### src/rtl/wayctl_pkg.sv
package wayctl_pkg;

    localparam int WORD_W = 32;

    typedef enum logic [0:0] {
        ST_IDLE = 1'b0,
        ST_DATA = 1'b1
    } seq_state_e;

    // Reset content of a data word: fixed pattern keyed by way and set.
    function automatic logic [WORD_W-1:0] init_word(input int way, input int set);
        return 32'hCA00_0000 + WORD_W'(way * 256 + set);
    endfunction

endpackage

### src/rtl/dep_detect.sv
module dep_detect #(
    parameter int REG_W = 5
) (
    input  logic [REG_W-1:0] ld_rd,
    input  logic             nxt_valid,
    input  logic [REG_W-1:0] nxt_rs1,
    input  logic [REG_W-1:0] nxt_rs2,
    output logic             dep
);
    logic rd_live;
    logic hit1;
    logic hit2;

    always_comb begin
        rd_live = (ld_rd != '0);
        hit1    = (ld_rd == nxt_rs1);
        hit2    = (ld_rd == nxt_rs2);
        dep     = nxt_valid && rd_live && (hit1 || hit2);
    end
endmodule

### src/rtl/tag_lookup.sv
module tag_lookup #(
    parameter int WAYS  = 4,
    parameter int SETS  = 16,
    parameter int TAG_W = 6,
    parameter int SET_W = 4
) (
    input  logic             clk,
    input  logic             rst_n,
    input  logic             en,
    input  logic [SET_W-1:0] set_idx,
    input  logic [TAG_W-1:0] tag_in,
    output logic [WAYS-1:0]  match
);
    logic [TAG_W-1:0] tags [WAYS][SETS];

    always_ff @(posedge clk) begin
        if (!rst_n) begin
            for (int w = 0; w < WAYS; w++) begin
                for (int s = 0; s < SETS; s++) begin
                    tags[w][s] <= TAG_W'(w * SETS + s);
                end
            end
        end
    end

    for (genvar g = 0; g < WAYS; g++) begin : g_cmp
        assign match[g] = en && (tags[g][set_idx] == tag_in);
    end

    // distinct tags per set give at most one matching way
    assert_match_onehot_R11: assert property (@(posedge clk) disable iff (!rst_n)
        $onehot0(match));
endmodule

### src/rtl/data_bank.sv
module data_bank #(
    parameter int WAYS  = 4,
    parameter int SETS  = 16,
    parameter int SET_W = 4,
    parameter int W     = 32
) (
    input  logic             clk,
    input  logic             rst_n,
    input  logic [WAYS-1:0]  en,
    input  logic [SET_W-1:0] set_idx,
    input  logic [WAYS-1:0]  sel,
    output logic [W-1:0]     word
);
    import wayctl_pkg::*;

    logic [W-1:0] mem [WAYS][SETS];

    always_ff @(posedge clk) begin
        if (!rst_n) begin
            for (int w = 0; w < WAYS; w++) begin
                for (int s = 0; s < SETS; s++) begin
                    mem[w][s] <= W'(init_word(w, s));
                end
            end
        end
    end

    always_comb begin
        word = '0;
        for (int w = 0; w < WAYS; w++) begin
            if (en[w] && sel[w]) word = word | mem[w][set_idx];
        end
    end

    // a partial enable pattern is never more than one way
    assert_partial_single_R5: assert property (@(posedge clk) disable iff (!rst_n)
        (en != '0 && en != '1) |-> $onehot(en));
endmodule

### src/rtl/way_access_ctrl.sv
module way_access_ctrl #(
    parameter int WAYS   = 4,
    parameter int SETS   = 16,
    parameter int ADDR_W = 12,
    parameter int REG_W  = 5,
    parameter int CNT_W  = 16,
    parameter int DATA_W = 32
) (
    input  logic              clk,
    input  logic              rst_n,
    input  logic              ld_valid,
    input  logic [ADDR_W-1:0] ld_addr,
    input  logic [REG_W-1:0]  ld_rd,
    input  logic              nxt_valid,
    input  logic [REG_W-1:0]  nxt_rs1,
    input  logic [REG_W-1:0]  nxt_rs2,
    output logic              busy,
    output logic [WAYS-1:0]   tag_en,
    output logic [WAYS-1:0]   data_en,
    output logic              rsp_done,
    output logic              rsp_hit,
    output logic              rsp_valid,
    output logic [WAYS-1:0]   rsp_way,
    output logic [DATA_W-1:0] rsp_data,
    output logic              rsp_par,
    output logic [CNT_W-1:0]  cnt_par,
    output logic [CNT_W-1:0]  cnt_seq,
    output logic [CNT_W-1:0]  cnt_den
);
    import wayctl_pkg::*;

    localparam int OFF_W = 2;
    localparam int SET_W = $clog2(SETS);
    localparam int TAG_W = ADDR_W - SET_W - OFF_W;
    localparam int POP_W = $clog2(WAYS + 1);

    seq_state_e state, state_nx;

    logic             dep;
    logic             accept;
    logic             go_par;
    logic             go_seq;
    logic [SET_W-1:0] set_in;
    logic [TAG_W-1:0] tag_in;
    logic [SET_W-1:0] set_q;
    logic [WAYS-1:0]  way_q;
    logic [WAYS-1:0]  match;
    logic [SET_W-1:0] bank_set;
    logic [WAYS-1:0]  bank_sel;
    logic [DATA_W-1:0] bank_word;
    logic [POP_W-1:0] den_pop;

    assign set_in = ld_addr[OFF_W +: SET_W];
    assign tag_in = ld_addr[OFF_W + SET_W +: TAG_W];

    dep_detect #(.REG_W(REG_W)) u_dep (
        .ld_rd     (ld_rd),
        .nxt_valid (nxt_valid),
        .nxt_rs1   (nxt_rs1),
        .nxt_rs2   (nxt_rs2),
        .dep       (dep)
    );

    tag_lookup #(.WAYS(WAYS), .SETS(SETS), .TAG_W(TAG_W), .SET_W(SET_W)) u_tag (
        .clk     (clk),
        .rst_n   (rst_n),
        .en      (accept),
        .set_idx (set_in),
        .tag_in  (tag_in),
        .match   (match)
    );

    data_bank #(.WAYS(WAYS), .SETS(SETS), .SET_W(SET_W), .W(DATA_W)) u_data (
        .clk     (clk),
        .rst_n   (rst_n),
        .en      (data_en),
        .set_idx (bank_set),
        .sel     (bank_sel),
        .word    (bank_word)
    );

    // State register
    always_ff @(posedge clk) begin
        if (!rst_n) state <= ST_IDLE;
        else        state <= state_nx;
    end

    // Next state
    always_comb begin
        state_nx = state;
        unique case (state)
            ST_IDLE: if (go_seq) state_nx = ST_DATA;
            ST_DATA: state_nx = ST_IDLE;
        endcase
    end

    // Outputs of the state machine
    always_comb begin
        busy     = 1'b0;
        accept   = 1'b0;
        tag_en   = '0;
        data_en  = '0;
        bank_set = set_in;
        bank_sel = match;
        unique case (state)
            ST_IDLE: begin
                accept  = ld_valid;
                tag_en  = {WAYS{ld_valid}};
                data_en = {WAYS{ld_valid && dep}};
            end
            ST_DATA: begin
                busy     = 1'b1;
                data_en  = way_q;
                bank_set = set_q;
                bank_sel = way_q;
            end
        endcase
    end

    assign go_par = accept && dep;
    assign go_seq = accept && !dep;

    // Sequential-load context held across the data phase
    always_ff @(posedge clk) begin
        if (!rst_n) begin
            set_q <= '0;
            way_q <= '0;
        end else if (go_seq) begin
            set_q <= set_in;
            way_q <= match;
        end
    end

    // Response register
    always_ff @(posedge clk) begin
        if (!rst_n) begin
            rsp_done <= 1'b0;
            rsp_hit  <= 1'b0;
            rsp_way  <= '0;
            rsp_data <= '0;
            rsp_par  <= 1'b0;
        end else begin
            rsp_done <= go_par || busy;
            if (go_par || busy) begin
                rsp_hit  <= busy ? (|way_q) : (|match);
                rsp_way  <= busy ? way_q : match;
                rsp_data <= bank_word;
                rsp_par  <= go_par;
            end
        end
    end

    assign rsp_valid = rsp_done && rsp_hit;

    always_comb begin
        den_pop = '0;
        for (int w = 0; w < WAYS; w++) den_pop = den_pop + POP_W'(data_en[w]);
    end

    // Activity counters
    always_ff @(posedge clk) begin
        if (!rst_n) begin
            cnt_par <= '0;
            cnt_seq <= '0;
            cnt_den <= '0;
        end else begin
            cnt_par <= cnt_par + CNT_W'(go_par);
            cnt_seq <= cnt_seq + CNT_W'(go_seq);
            cnt_den <= cnt_den + CNT_W'(den_pop);
        end
    end

    // a parallel load answers on the next cycle, flagged parallel
    assert_par_next_R4: assert property (@(posedge clk) disable iff (!rst_n)
        go_par |=> (rsp_done && rsp_par));

    // a sequential load is still pending one cycle later
    assert_seq_pending_R6: assert property (@(posedge clk) disable iff (!rst_n)
        go_seq |=> (busy && !rsp_done));

    // the data phase lasts one cycle and ends in a response
    assert_busy_single_R8: assert property (@(posedge clk) disable iff (!rst_n)
        busy |=> (!busy && rsp_done && !rsp_par));

    // a data phase with no enabled way finishes without data
    assert_miss_no_data_R7: assert property (@(posedge clk) disable iff (!rst_n)
        (busy && data_en == '0) |=> (rsp_done && !rsp_valid));

    // load counters move only when a load is taken
    assert_cnt_hold_R9: assert property (@(posedge clk) disable iff (!rst_n)
        !accept |=> ($stable(cnt_par) && $stable(cnt_seq)));

    // during the data phase the tag arrays are idle
    assert_tag_idle_R5: assert property (@(posedge clk) disable iff (!rst_n)
        busy |-> (tag_en == '0 && $onehot0(data_en)));
endmodule

### config.mk
export PLATFORM = sky130hd
export DESIGN_NAME = way_access_ctrl
export DESIGN_NICKNAME = d
export VERILOG_FILES = /design/src/rtl/wayctl_pkg.sv /design/src/rtl/dep_detect.sv /design/src/rtl/tag_lookup.sv /design/src/rtl/data_bank.sv /design/src/rtl/way_access_ctrl.sv
export SDC_FILE = /design/constraint.sdc
export NUM_CORES = 1
export LEC_CHECK = 0
export BUFFER_PORTS_ARGS = -buffer_cell sky130_fd_sc_hd__buf_2
export CORE_ASPECT_RATIO = 2
export CORE_MARGIN = 2
export CORE_UTILIZATION = 45
export CTS_BUF_LIST = sky130_fd_sc_hd__clkbuf_4 sky130_fd_sc_hd__clkbuf_8 sky130_fd_sc_hd__clkbuf_16
export DETAILED_ROUTE_END_ITERATION = 8
export HOLD_SLACK_MARGIN = 0.05
export PLACE_DENSITY_LB_ADDON = 0.15
export SKIP_CTS_REPAIR_TIMING = 1
export SLEW_MARGIN = 10
export SYNTH_ARGS = -nofsm -noshare
export SYNTH_HDL_FRONTEND = slang
export SYNTH_SLANG_ARGS = --single-unit
### constraint.sdc
create_clock -name clk -period 4.5 [get_ports clk]
set_clock_uncertainty 0.15 [all_clocks]
set_input_delay 0.675 -clock clk [delete_from_list [all_inputs] [get_ports clk]]
set_output_delay 0.675 -clock clk [all_outputs]
set_load 0.01 [all_outputs]
# After elaboration in Yosys (flattened, before gate mapping)
# Memories as Yosys holds them, arrays and structs flattened.
# Cells that the tools add are included.
totals:
  reg_bits: 96
  ramBits: 256
  input_bits: 31
  out_inout_bits: 97
  elab_cells: 92
  mem_count: 2
op_classes:
  addsub: 6
  magnitude_cmp: 2
  eq_ne: 6
  muxes: 39
  bitwise_logic: 6
  n_reduce_logical: 20
mem_list:
  columns: ["name", "words", "width", "rd", "rd_ports_with_merged_regs", "write_ports", "line", "source"]
  rows:
  - ["u_data.mem", 4, 32, 4, 0, 4, "data_bank.sv:16", "logic [W-1:0] mem [WAYS][SETS];"]
  - ["u_tag.tags", 4, 32, 4, 0, 4, "tag_lookup.sv:14", "logic [TAG_W-1:0] tags [WAYS][SETS];"]
op_table:
  columns: ["cell", "count"]
  rows:
  - ["binary-select mux 32 bit (select 4 bit)", 4]
  - ["2-to-1 mux 32 bit", 12]
  - ["binary-select mux 6 bit (select 4 bit)", 4]
  - ["OR 32 bit", 3]
  - ["2-to-1 mux 6 bit", 8]
  - ["adder 16 x 1 -> 16 bit", 2]
  - ["== test 6 bit", 4]
  - ["adder 16 x 3 -> 16 bit", 1]
  - ["2-to-1 mux 4 bit", 4]
  - ["logical AND 1 bit", 14]
  - ["== test 5 bit", 2]
  - ["greater-or-equal comparator 5 bit (second input constant)", 2]
  - ["NOT 4 -> 5 bit", 2]
  - ["one-hot mux 4 bit (2 select lines)", 1]
  - ["OR reduction 4 bit", 2]
  - ["2-to-1 mux 1 bit", 5]
  - ["nonzero test 5 bit", 1]
  - ["adder 2 x 1 -> 3 bit", 1]
  - ["adder 3 x 1 -> 3 bit", 1]
  - ["adder 1 x 1 -> 2 bit", 1]
  - ["logical OR 1 bit", 2]
  - ["one-hot mux 1 bit (2 select lines)", 1]
  - ["zero test 1 bit", 1]
  - ["NOT 1 bit", 1]

# Depth between registers and ports, before layout
# Gate-level depths: netlist (run 1).
depth:
  depth_word: 15
  depth_mapped: 14
  ltp_nobuf: 13

# Modules after synthesis
# From an unflattened synthesis (run 1), not the netlist that was laid out.
hier_totals:
  hier_cells: 530
  area_unflattened_um2: 4550.6
modules_own_cells:
  columns: ["mod", "n_inst", "cells_per_inst", "area_each_um2", "seq_area_each_um2"]
  rows:
  - ["way_access_ctrl", 1, 466, 4056.4, 1921.8]
  - ["data_bank", 1, 35, 280.3, 0.0]
  - ["dep_detect", 1, 17, 125.1, 0.0]
  - ["tag_lookup", 1, 12, 88.8, 0.0]

# Worst setup path before layout (run 1)
# Ideal clock, no wire load.
synth_timing:
  path_kind: "in2reg"
  start: "in ld_rd[4]"
  end: "reg cnt_den[14]"
  setup_time_ps: 128
  arrival_ps: 3472
  required_ps: 4222
  setup_slack_ps: 750
  cell_stages: 14
  path_buffers: 1
  cell_sequence: "xnor2_1 -> nand3_1 -> o22a_1 -> nor3_1 -> buf_2 -> a21oi_1 -> fa_1 -> inv_1 -> fa_1 -> fa_1 -> nand2_1 -> nor3_1 -> xnor2_1 -> nor2_1"
synth_between:
  elab_chain_len: 9
  word_cells_on_any_way: 12
  classes_between: "4 x add/sub; 2 x eq/ne; 1 x mux; 5 x reduce/logical"
synth_rtl:
  columns: ["element", "line", "source"]
  rows:
  - ["start: declaration", "way_access_ctrl.sv:13", "input logic [REG_W-1:0] ld_rd,"]
  - ["== test 5 bit, or another cell as far along", "dep_detect.sv:16", "hit1 = (ld_rd == nxt_rs1);"]
  - ["logical OR 1 bit / logical AND 1 bit (equally long branches)", "dep_detect.sv:18", "dep = nxt_valid && rd_live && (hit1 || hit2);"]
  - ["logical AND 1 bit *", "dep_detect.sv:18", null]
  - ["logical AND 1 bit *", "way_access_ctrl.sv:109", "data_en = {WAYS{ld_valid && dep}};"]
  - ["one-hot mux 4 bit (2 select lines) *", "way_access_ctrl.sv:105", "unique case (state)"]
  - ["adder 1 x 1 -> 2 bit", "way_access_ctrl.sv:157", "for (int w = 0; w < WAYS; w++) den_pop = den_pop + POP_W'(data_en[w]);"]
  - ["adder 2 x 1 -> 3 bit", "way_access_ctrl.sv:157", null]
  - ["adder 3 x 1 -> 3 bit *", "way_access_ctrl.sv:157", null]
  - ["adder 16 x 3 -> 16 bit *", "way_access_ctrl.sv:169", "cnt_den <= cnt_den + CNT_W'(den_pop);"]
  - ["end signal: assignment", "way_access_ctrl.sv:169", null]
  - ["end: declaration", "way_access_ctrl.sv:28", "output logic [CNT_W-1:0] cnt_den"]
# Mark *: on every way between the ends. The rest lies on a longest branch, timed or not.
# A chain may end at the register's enable or synchronous reset.

# Final worst setup path (run 1)
layout_timing:
  start: "in ld_rd[0]"
  end: "reg cnt_den[15]"
# Same word-level chain as after synthesis.

==> results.json, run 1 <==
{
  "status": "completed",
  "viasPerCell": 4.99,
  "cts_tree": "built",
  "grt_pass1_vias": 2741,
  "intPower_mw": 1.09,
  "cellPowerDensity_mw_per_mm2": 327,
  "post-route-util_pct": 55.1,
  "htree_levels": 3,
  "ir_worst_vdd_mv": 0.281,
  "syn_to_final_growth_pct": 20.1,
  "row_count": 46,
  "grt_max_degree": 44,
  "slowest_stage": "or4_1",
  "vias": 3015,
  "reg2regPathDepth": 13,
  "avgRoutedWirePerCell_um": 12.6,
  "first_iter_violations": 173,
  "initial_core_util_pct": 45.8,
  "cts_inserted_buffers": 9,
  "grt_pass1_wl_mm": 12.4,
  "max_cap_violations": 0,
  "synth-xor-area-share_pct": 11.0,
  "layout_min_cycle_time_ns": 3.83,
  "clockBufferDepth": 2,
  "finalWorstSetupSlack_ns": 0.675,
  "synth-compound-area-share_pct": 11.4,
  "io_pins": 128,
  "cp_top_family": "simple AND/OR/NAND/NOR gates",
  "die_area_sq_mm": 0.00874,
  "synth-edff-count": 0,
  "path_buf_inv": 3,
  "synth-simple-area-share_pct": 21.7,
  "drive_above_1_share_pct": 25.2,
  "hold_path_startpoint": "set_q[1]",
  "crit_arrival_ns": 3.93,
  "sw_frac_of_total_pct": 22.6,
  "drt_pass1_iterations": 4,
  "seq_power_share_pct": 45.7,
  "cp.depth": 13,
  "layout.nets": 544,
  "grt_setup_unrepaired": "no",
  "r2r_setup_slack_ns": 1.19,
  "max_freq_mhz": 261,
  "final_hold_viol_count": 0,
  "p_switching_mw": 0.318,
  "synth_cells": 412,
  "dp_hpwl_mm": 5.43,
  "yosysSeqAreaShare_pct": 39.6,
  "power.leakage_nw": 1.90,
  "holdCritPathClass": "flop to flop",
  "postRouteWirelength_mm": 7.62,
  "synthTopCellsByArea": "dfxtp_1 (40%), xnor2_1 (7.3%), buf_4 (6.1%), nand2_1 (4.8%), nor2_1 (3.7%)",
  "fp.dieW_um": 67.1,
  "ys_types": 49,
  "synth_area_per_cell_sq_um": 8.71,
  "netlist_area_sq_mm": 0.00359,
  "clkLatencyLatePin_ns": 0.32,
  "cp_cell_sequence": "buf_2 -> or4_1 -> o21ai_0 -> nor3_1 -> buf_4 -> a21oi_1 -> fa_1 -> inv_1 -> fa_1 -> a21o_1 -> nand2_1 -> or4_1 -> a21oi_1",
  "die_y_um": 130,
  "preCtsSetupSlack_ns": 0.373,
  "period_share_pct": 85.0,
  "instances_no_fill": 604,
  "cts-root-buf": "clkbuf_16",
  "fin_tns_setup_ns": 0,
  "required_ns": 4.60,
  "r2r-start": "state",
  "yosysMostFrequentCell": "dfxtp_1",
  "synth_warnings": 0,
  "power.total_mw": 1.41,
  "clkPwrFrac_pct": 46.2,
  "critPathLaunch": "ld_rd[0]",
  "antenna_found_initial": 0,
  "worst_setup_path_end_kind": "flop",
  "synthAdderAreaFrac_pct": 3.42,
  "synth_top_family_by_area": "simple AND/OR/NAND/NOR gates",
  "coreArea_sq_mm": 0.00783,
  "synth_top_area_share_pct": 39.6,
  "async_flop_share_pct": 0,
  "synth_largest_area_cell": "dfxtp_1",
  "path_class": "input pin to flop",
  "fillCellCount": 767,
  "critPathLaunchType": "input pin",
  "groute.usage.overall_pct": 18.3,
  "cp_slowest_stage_delay_ns": 0.54,
  "dp.cells": 590,
  "tightest_slew_ns": 0.609,
  "synth_ff_type": "dfxtp_1",
  "synth_seq_cells": 71,
  "diodes": 0,
  "antenna_left": 0,
  "clock-sinks": 71,
  "place.gp.congestion": 0.780,
  "worstReg2RegEnd": "cnt_den[14]",
  "synth_common_cells": "dfxtp_1 (71), nand2_1 (46), nor2_1 (35), xnor2_1 (30), buf_4 (29)",
  "finalSetupViolCount": 0,
  "pwr-share-comb_pct": 8.1,
  "synth.area.mux_share_pct": 3.63,
  "worst-path-max-fanout": 11,
  "detail_route.drc_violations": 0,
  "grt_overflow": 0,
  "port_buffers": 103,
  "path_clk_slew_ns": 0.05,
  "slew_headroom_pct": 59.2,
  "slew_violations": 0,
  "critPathCapture": "cnt_den[15]"
}
-- flip-flops by register name (all words and copies together), names as in the netlist --
name / count
cnt_den: 16
cnt_par: 16
cnt_seq: 16
rsp_data: 7
rsp_way: 4
set_q: 4
way_q: 4
rsp_done: 1
rsp_hit: 1
rsp_par: 1
state: 1
-- tightest hold or removal path, cell delays in order (launching register included) --
cell and delay [ns]:
dfxtp_1 0.30, nand2_1 0.05, mux2i_1 0.05
-- metal layers --
metal | GRT usage (%) | part of all wire, % | wire [um] | vias up
li1 | - | - | - | 1550
met1 | 23.4 | 47 | 3560 | 1382
met3 | 4.57 | 5.4 | 408 | 6
met5 | 0 | 0 | 0 | -
met2 | 29.6 | 47 | 3550 | 77
met4 | 6.48 | 1.3 | 100 | 0
-- cell type report --
type                    count  area [sq um]  share of cell area, %
multi-input cells         307          1920                   44.5
well taps                  96           120                   2.79
inverters                  10          37.5                  0.871
clock inverters             1          5.00                  0.116
flip-flops and latches     71          1420                   33.0
clock buffers              13           268                   6.21
repair buffers            106           538                   12.5
-- power groups by stage --
stage          sequential (mW)  clock, mW  combinational, mW
3_5_place_dp             0.656          0              0.115
2_1_floorplan            0.658          0             0.0914
6_report                 0.643      0.650              0.114
3_3_place_gp             0.656          0              0.115
4_1_cts                  0.642      0.666              0.116
5_1_grt                  0.643      0.692              0.129
-- per-stage QoR --
step / hold slack, ns / cell area (sq um)
after floorplan: 0.284 / 3670
after global placement: 0.295 / 4040
after detailed placement: 0.300 / 4040
after CTS: 0.309 / 4310
after global routing: 0.329 / 4310
final: 0.306 / 4310
-- cells by family (layout without fill, tap and decap cells) --
logic type,Yosys count,in the layout
and+or+nand+nor,162,162
DFF,71,71
AOI/OAI and AO/OA,57,57
buffers and inverters,55,130
xor gates and xnor gates,45,45
muxes,13,13
adders and majority gates,8,8
other,1,22
-- worst min path at each step --
stage / endpoint / slack (ns) / cells past startpoint
finish: set_q[1] / 0.31 / 2
detailed placement: set_q[0] / 0.30 / 2
global route: rsp_way[3] / 0.33 / 2
global placement: set_q[1] / 0.29 / 2
floorplan: set_q[0] / 0.28 / 2
CTS: set_q[0] / 0.31 / 2
-- cell usage in the layout (no fill, tap or decap), types with 11 or more instances in the layout --
cell,count
nand4_1,11
a21oi_1,16
nand2_1,46
nor2_1,35
nand3_1,24
conb_1,22
dfxtp_1,71
mux2i_1,13
buf_2,103
xnor2_1,30
xor2_1,15
o21ai_0,12
No activity file was read; power rests on OpenSTA's default activity.
==> run 2: changes to the inputs <==
Settings changed: ABC_AREA set to 1.
==> results.json, run 2 <==
{
  "status": "completed",
  "critPathMostFrequentCell": "nand2_1",
  "finalWorstSetupSlack_ns": 0.919,
  "ir_worst_vdd_mv": 0.218,
  "power.leakage_nw": 2.22,
  "period_share_pct": 79.6,
  "postRouteWirelength_mm": 8.47,
  "cp_cell_sequence": "inv_2 -> nand2_1 -> inv_2 -> nand3_4 -> nand2_1 -> inv_1 -> fa_1 -> inv_1 -> fa_1 -> fa_1 -> nand2_1 -> nor3_2 -> nand2_1 -> inv_1 -> nand4_1 -> o21ai_1 -> nor3b_1",
  "groute.usage.overall_pct": 19.5,
  "antenna_found_initial": 0,
  "tightest_slew_ns": 1.10,
  "slowest_stage": "fa_1",
  "grt_setup_unrepaired": "no",
  "worstReg2RegEnd": "cnt_den[14]",
  "synth_warnings": 0,
  "drt_pass1_iterations": 4,
  "place.gp.congestion": 0.843,
  "max_freq_mhz": 279,
  "async_flop_share_pct": 0,
  "diodes": 0,
  "grt_pass1_wl_mm": 13.4,
  "r2r_setup_slack_ns": 0.92,
  "cts_inserted_buffers": 9,
  "fin_tns_setup_ns": 0,
  "synth_top_area_share_pct": 38.7,
  "synth_ff_type": "dfxtp_1",
  "vias": 3478,
  "detail_route.drc_violations": 0,
  "dp_hpwl_mm": 6.57,
  "critPathCapture": "cnt_den[14]",
  "clkLatencyLatePin_ns": 0.32,
  "synth_cells": 524,
  "antenna_left": 0,
  "clock-sinks": 71,
  "cts_tree": "built",
  "holdCritPathClass": "flop to flop",
  "worst_setup_path_end_kind": "flop",
  "final_cell_mix": "nand2_1 (103), buf_2 (103), inv_1 (71), dfxtp_1 (71), nor2_1 (63)",
  "preCtsSetupSlack_ns": 0.510,
  "yosysSeqAreaShare_pct": 38.7,
  "post-route-util_pct": 55.6,
  "first_iter_violations": 99,
  "layout_min_cycle_time_ns": 3.58,
  "fp.dieW_um": 67.9,
  "required_ns": 4.51,
  "synth_area_per_cell_sq_um": 7.02,
  "critPathLaunchType": "flop",
  "final_hold_viol_count": 0,
  "instances_no_fill": 721,
  "fillCellCount": 830,
  "row_count": 46,
  "finalSetupViolCount": 0,
  "reg2regPathDepth": 17,
  "largestRegisters": "cnt_den x16, cnt_par x16, cnt_seq x16",
  "synth_common_cells": "nand2_1 (103), dfxtp_1 (71), inv_1 (71), nor2_1 (63), o21ai_0 (36)",
  "port_buffers": 103,
  "syn_to_final_growth_pct": 20.2,
  "synth_seq_cells": 71,
  "slew_violations": 0,
  "initial_core_util_pct": 46.3,
  "viasPerCell": 4.82,
  "cellPowerDensity_mw_per_mm2": 329,
  "synthTopCellsByArea": "dfxtp_1 (39%), nand2_1 (11%), inv_1 (7.2%), nor2_1 (6.4%), buf_4 (5.9%)",
  "cp_slowest_stage_delay_ns": 0.53,
  "coreArea_sq_mm": 0.00794,
  "synth-edff-count": 0,
  "path_class": "flop to flop",
  "die_y_um": 132,
  "htree_levels": 3,
  "worst-path-max-fanout": 12,
  "grt_max_degree": 42,
  "grt_overflow": 0,
  "layout.nets": 659,
  "path_clk_slew_ns": 0.05,
  "max_cap_violations": 0,
  "cp_top_family": "adder cells",
  "critPathLaunch": "state",
  "r2r-start": "state",
  "drive_above_1_share_pct": 23.8,
  "avgRoutedWirePerCell_um": 11.7,
  "path_buf_inv": 5,
  "power.total_mw": 1.45,
  "yosysMostFrequentCell": "nand2_1",
  "die_area_sq_mm": 0.00895,
  "slew_headroom_pct": 26.6,
  "io_pins": 128,
  "cp.depth": 17,
  "netlist_area_sq_mm": 0.00368,
  "grt_pass1_vias": 3135,
  "dp.cells": 705,
  "clockBufferDepth": 2,
  "ys_types": 36,
  "crit_arrival_ns": 3.59,
  "cts-root-buf": "clkbuf_16",
  "synth_largest_area_cell": "dfxtp_1"
}
==> run 2: cell count changes after synthesis, sizes merged, moves of 12 or more <==
cell   delta
xnor2    -25
nor2     +33
a21oi    +15
xor2     -12
nand2    +62
inv      +70
o21ai    +26
mux2i    -13
==> run 2: where the power goes <==
part | switching [mW] | total [mW] | leakage [nW] | internal [mW]
logic | 0.0864 | 0.131 | 1.50 | 0.0446
registers | 0.0103 | 0.655 | 0.575 | 0.645
clock network | 0.235 | 0.669 | 0.148 | 0.434
total | 0.331 | 1.45 | 2.22 | 1.12
==> run 2: worst register-to-register path: stages, from the launching register on <==
cell and delay [ns]:
dfxtp_1 0.42, inv_2 0.26, nand2_1 0.10, inv_2 0.15, nand3_4 0.10, nand2_1 0.08
inv_1 0.06, fa_1 0.53, inv_1 0.05, fa_1 0.42, fa_1 0.40, nand2_1 0.14
nor3_2 0.07, nand2_1 0.09, inv_1 0.07, nand4_1 0.13, o21ai_1 0.08, nor3b_1 0.13
==> run 2: layout make-up <==
cell class	instances	area, sq um	share of cell area, %
timing repair buffer	104	523	11.8
inverter	79	297	6.71
sequential	71	1420	32.2
tap	96	120	2.72
clock buffer	16	290	6.57
multi-input combinational	355	1770	40.0
==> run 2: cell families after synthesis <==
logic type,count (synthesis),synth area share [%]
XOR/XNOR,8,1.91
buffers and inverters,119,15.4
AND/OR/NAND/NOR,244,30.4
other,1,0.102
flip-flops,71,38.7
AO/OA/AOI/OAI,73,10.1
adder cells (fa/ha/maj),8,3.34
==> run 2: per-layer routing <==
layer	part of all wire (%)	vias to the layer above	GRT usage (%)
met5	0	-	0
met4	2.1	0	10.2
met3	5.2	10	4.36
met2	56	87	37.2
met1	37	1581	17.9
li1	-	1800	-
==> run 2: worst min path at each step <==
stage / startpoint / to / slack, ns / depth (start not counted)
3_3_place_gp: set_q[2] / set_q[2] / 0.29 / 2
3_5_place_dp: set_q[2] / set_q[2] / 0.30 / 2
5_1_grt: set_q[2] / set_q[2] / 0.33 / 2
2_1_floorplan: set_q[2] / set_q[2] / 0.27 / 2
4_1_cts: set_q[2] / set_q[2] / 0.31 / 2
6_report: set_q[2] / set_q[2] / 0.30 / 2
==> run 2: stage by stage <==
stage / cell area, sq um / hold WS [ns]
after global routing: 4420 / 0.334
after global placement: 4130 / 0.286
after detailed placement: 4130 / 0.299
after floorplan: 3750 / 0.275
after CTS: 4420 / 0.306
final: 4420 / 0.304
==> run 3: changes to the inputs <==
Clock period 4.5 ns to 3.4 ns, I/O delays scaled along.
==> results.json, run 3 (synthesized netlist as in run 2, its figures left out) <==
{
  "status": "completed",
  "postRouteWirelength_mm": 8.73,
  "cp_top_family": "adder cells",
  "clock-sinks": 71,
  "instances_no_fill": 733,
  "max_cap_violations": 0,
  "die_area_sq_mm": 0.00895,
  "tightest_slew_ns": 0.719,
  "cts-root-buf": "clkbuf_16",
  "finalWorstSetupSlack_ns": 0.173,
  "htree_levels": 3,
  "pwr-share-comb_pct": 9.9,
  "preCtsSetupSlack_ns": -0.211,
  "fin_tns_setup_ns": 0,
  "cp_cell_sequence": "buf_4 -> nand2_1 -> nand2_1 -> nor2_1 -> nand3_1 -> nand2_2 -> nand3_4 -> nand2_2 -> inv_2 -> fa_1 -> inv_1 -> fa_2 -> fa_2 -> nand2_4 -> nor3_4 -> nand2_1 -> inv_2 -> nand4_1 -> inv_1 -> nand2_1 -> nand2_1 -> nor2_1",
  "critPathLaunchType": "input pin",
  "antenna_left": 0,
  "cellPowerDensity_mw_per_mm2": 417,
  "layout_min_cycle_time_ns": 3.23,
  "dp_hpwl_mm": 6.72,
  "antenna_found_initial": 0,
  "max_freq_mhz": 310,
  "syn_to_final_growth_pct": 23.6,
  "avgRoutedWirePerCell_um": 11.9,
  "port_buffers": 103,
  "finalSetupViolCount": 0,
  "cp_slowest_stage_delay_ns": 0.53,
  "detail_route.drc_violations": 0,
  "slowest_stage": "fa_1",
  "place.gp.congestion": 0.857,
  "grt_max_degree": 42,
  "sw_frac_of_total_pct": 24.3,
  "coreArea_sq_mm": 0.00794,
  "worst-path-max-fanout": 5,
  "worst_setup_path_end_kind": "flop",
  "drt_pass1_iterations": 4,
  "slew_violations": 0,
  "fp.dieW_um": 67.9,
  "path_buf_inv": 5,
  "row_count": 46,
  "groute.usage.overall_pct": 20.3,
  "clkLatencyLatePin_ns": 0.32,
  "power.leakage_nw": 2.30,
  "place_area_sq_mm": 0.00420,
  "diodes": 0,
  "period_share_pct": 94.9,
  "viasPerCell": 4.77,
  "grt_pass1_wl_mm": 14.1,
  "path_clk_slew_ns": 0.05,
  "vias": 3499,
  "drive_above_1_share_pct": 27.2,
  "clockBufferDepth": 2,
  "grt_overflow": 0,
  "initial_core_util_pct": 46.3,
  "clkPwrFrac_pct": 44.5,
  "p_switching_mw": 0.461,
  "first_iter_violations": 120,
  "grt_pass1_vias": 3366,
  "largestRegisters": "cnt_den x16, cnt_par x16, cnt_seq x16",
  "die_y_um": 132,
  "critPathMostFrequentCell": "nand2_1",
  "ir_worst_vdd_mv": 0.297,
  "intPower_mw": 1.43,
  "slew_headroom_pct": 52.1,
  "dp.cells": 713,
  "final_cell_mix": "nand2_1 (99), buf_2 (99), dfxtp_1 (71)",
  "seq_power_share_pct": 45.7,
  "final_hold_viol_count": 0,
  "layout.nets": 672,
  "cts_tree": "built",
  "required_ns": 3.51,
  "cts_inserted_buffers": 9,
  "holdCritPathClass": "flop to flop",
  "path_class": "input pin to flop",
  "fillCellCount": 785,
  "crit_arrival_ns": 3.34,
  "post-route-cell-area_sq_mm": 0.00454,
  "post-route-util_pct": 57.2,
  "io_pins": 128
}
-- run 3: cell types whose count changed in the layout (fill, tap and decap cells not counted), sizes merged --
cell | before | now
buf | 104 | 117
clkbuf | 16 | 11
clkinv | 0 | 3
clkinvlp | 0 | 1
-- run 3: power by group through the flow --
stage	sequential, mW	combinational [mW]	clock (mW)
6_report	0.865	0.187	0.842
5_1_grt	0.867	0.213	0.902
4_1_cts	0.865	0.183	0.871
3_5_place_dp	0.883	0.183	0
3_3_place_gp	0.882	0.179	0
2_1_floorplan	0.888	0.133	0
-- run 3: through the flow --
step	hold slack, ns	total power, mW
6_report	0.301	1.89
5_1_grt	0.326	1.98
4_1_cts	0.301	1.92
3_5_place_dp	0.293	1.07
3_3_place_gp	0.290	1.06
2_1_floorplan	0.275	1.02
-- run 3: area by class of cell --
| cell class | count | area [sq um] | area share (%) |
|---|---|---|---|
| clock inverters | 4 | 22.5 | 0.496 |
| well taps | 96 | 120 | 2.64 |
| clock buffers | 11 | 246 | 5.43 |
| multi-input cells | 355 | 1800 | 39.6 |
| inverters | 79 | 297 | 6.53 |
| repair buffers | 117 | 638 | 14.0 |
| flip-flops and latches | 71 | 1420 | 31.3 |
-- run 3: metal layers --
layer	vias to the layer above	wire [um]	GRT usage, %
li1	1818	-	-
met1	1564	3160	18.8
met2	105	4900	39.4
met3	12	530	5.12
met4	0	142	7.44
met5	-	0	0
-- run 3: final timing paths --
check,startpoint,to,slack (ns),depth (start not counted)
setup reg to reg,state,cnt_den[12],0.41,19
setup / recovery,ld_rd[4],cnt_den[12],0.17,22
hold reg to reg,set_q[2],set_q[2],0.30,2
hold / removal,set_q[2],set_q[2],0.30,2
-- run 3: tightest hold or removal path: stages (launching register included) --
cell and delay (ns):
dfxtp_1 0.29, inv_1 0.06, a21oi_1 0.05
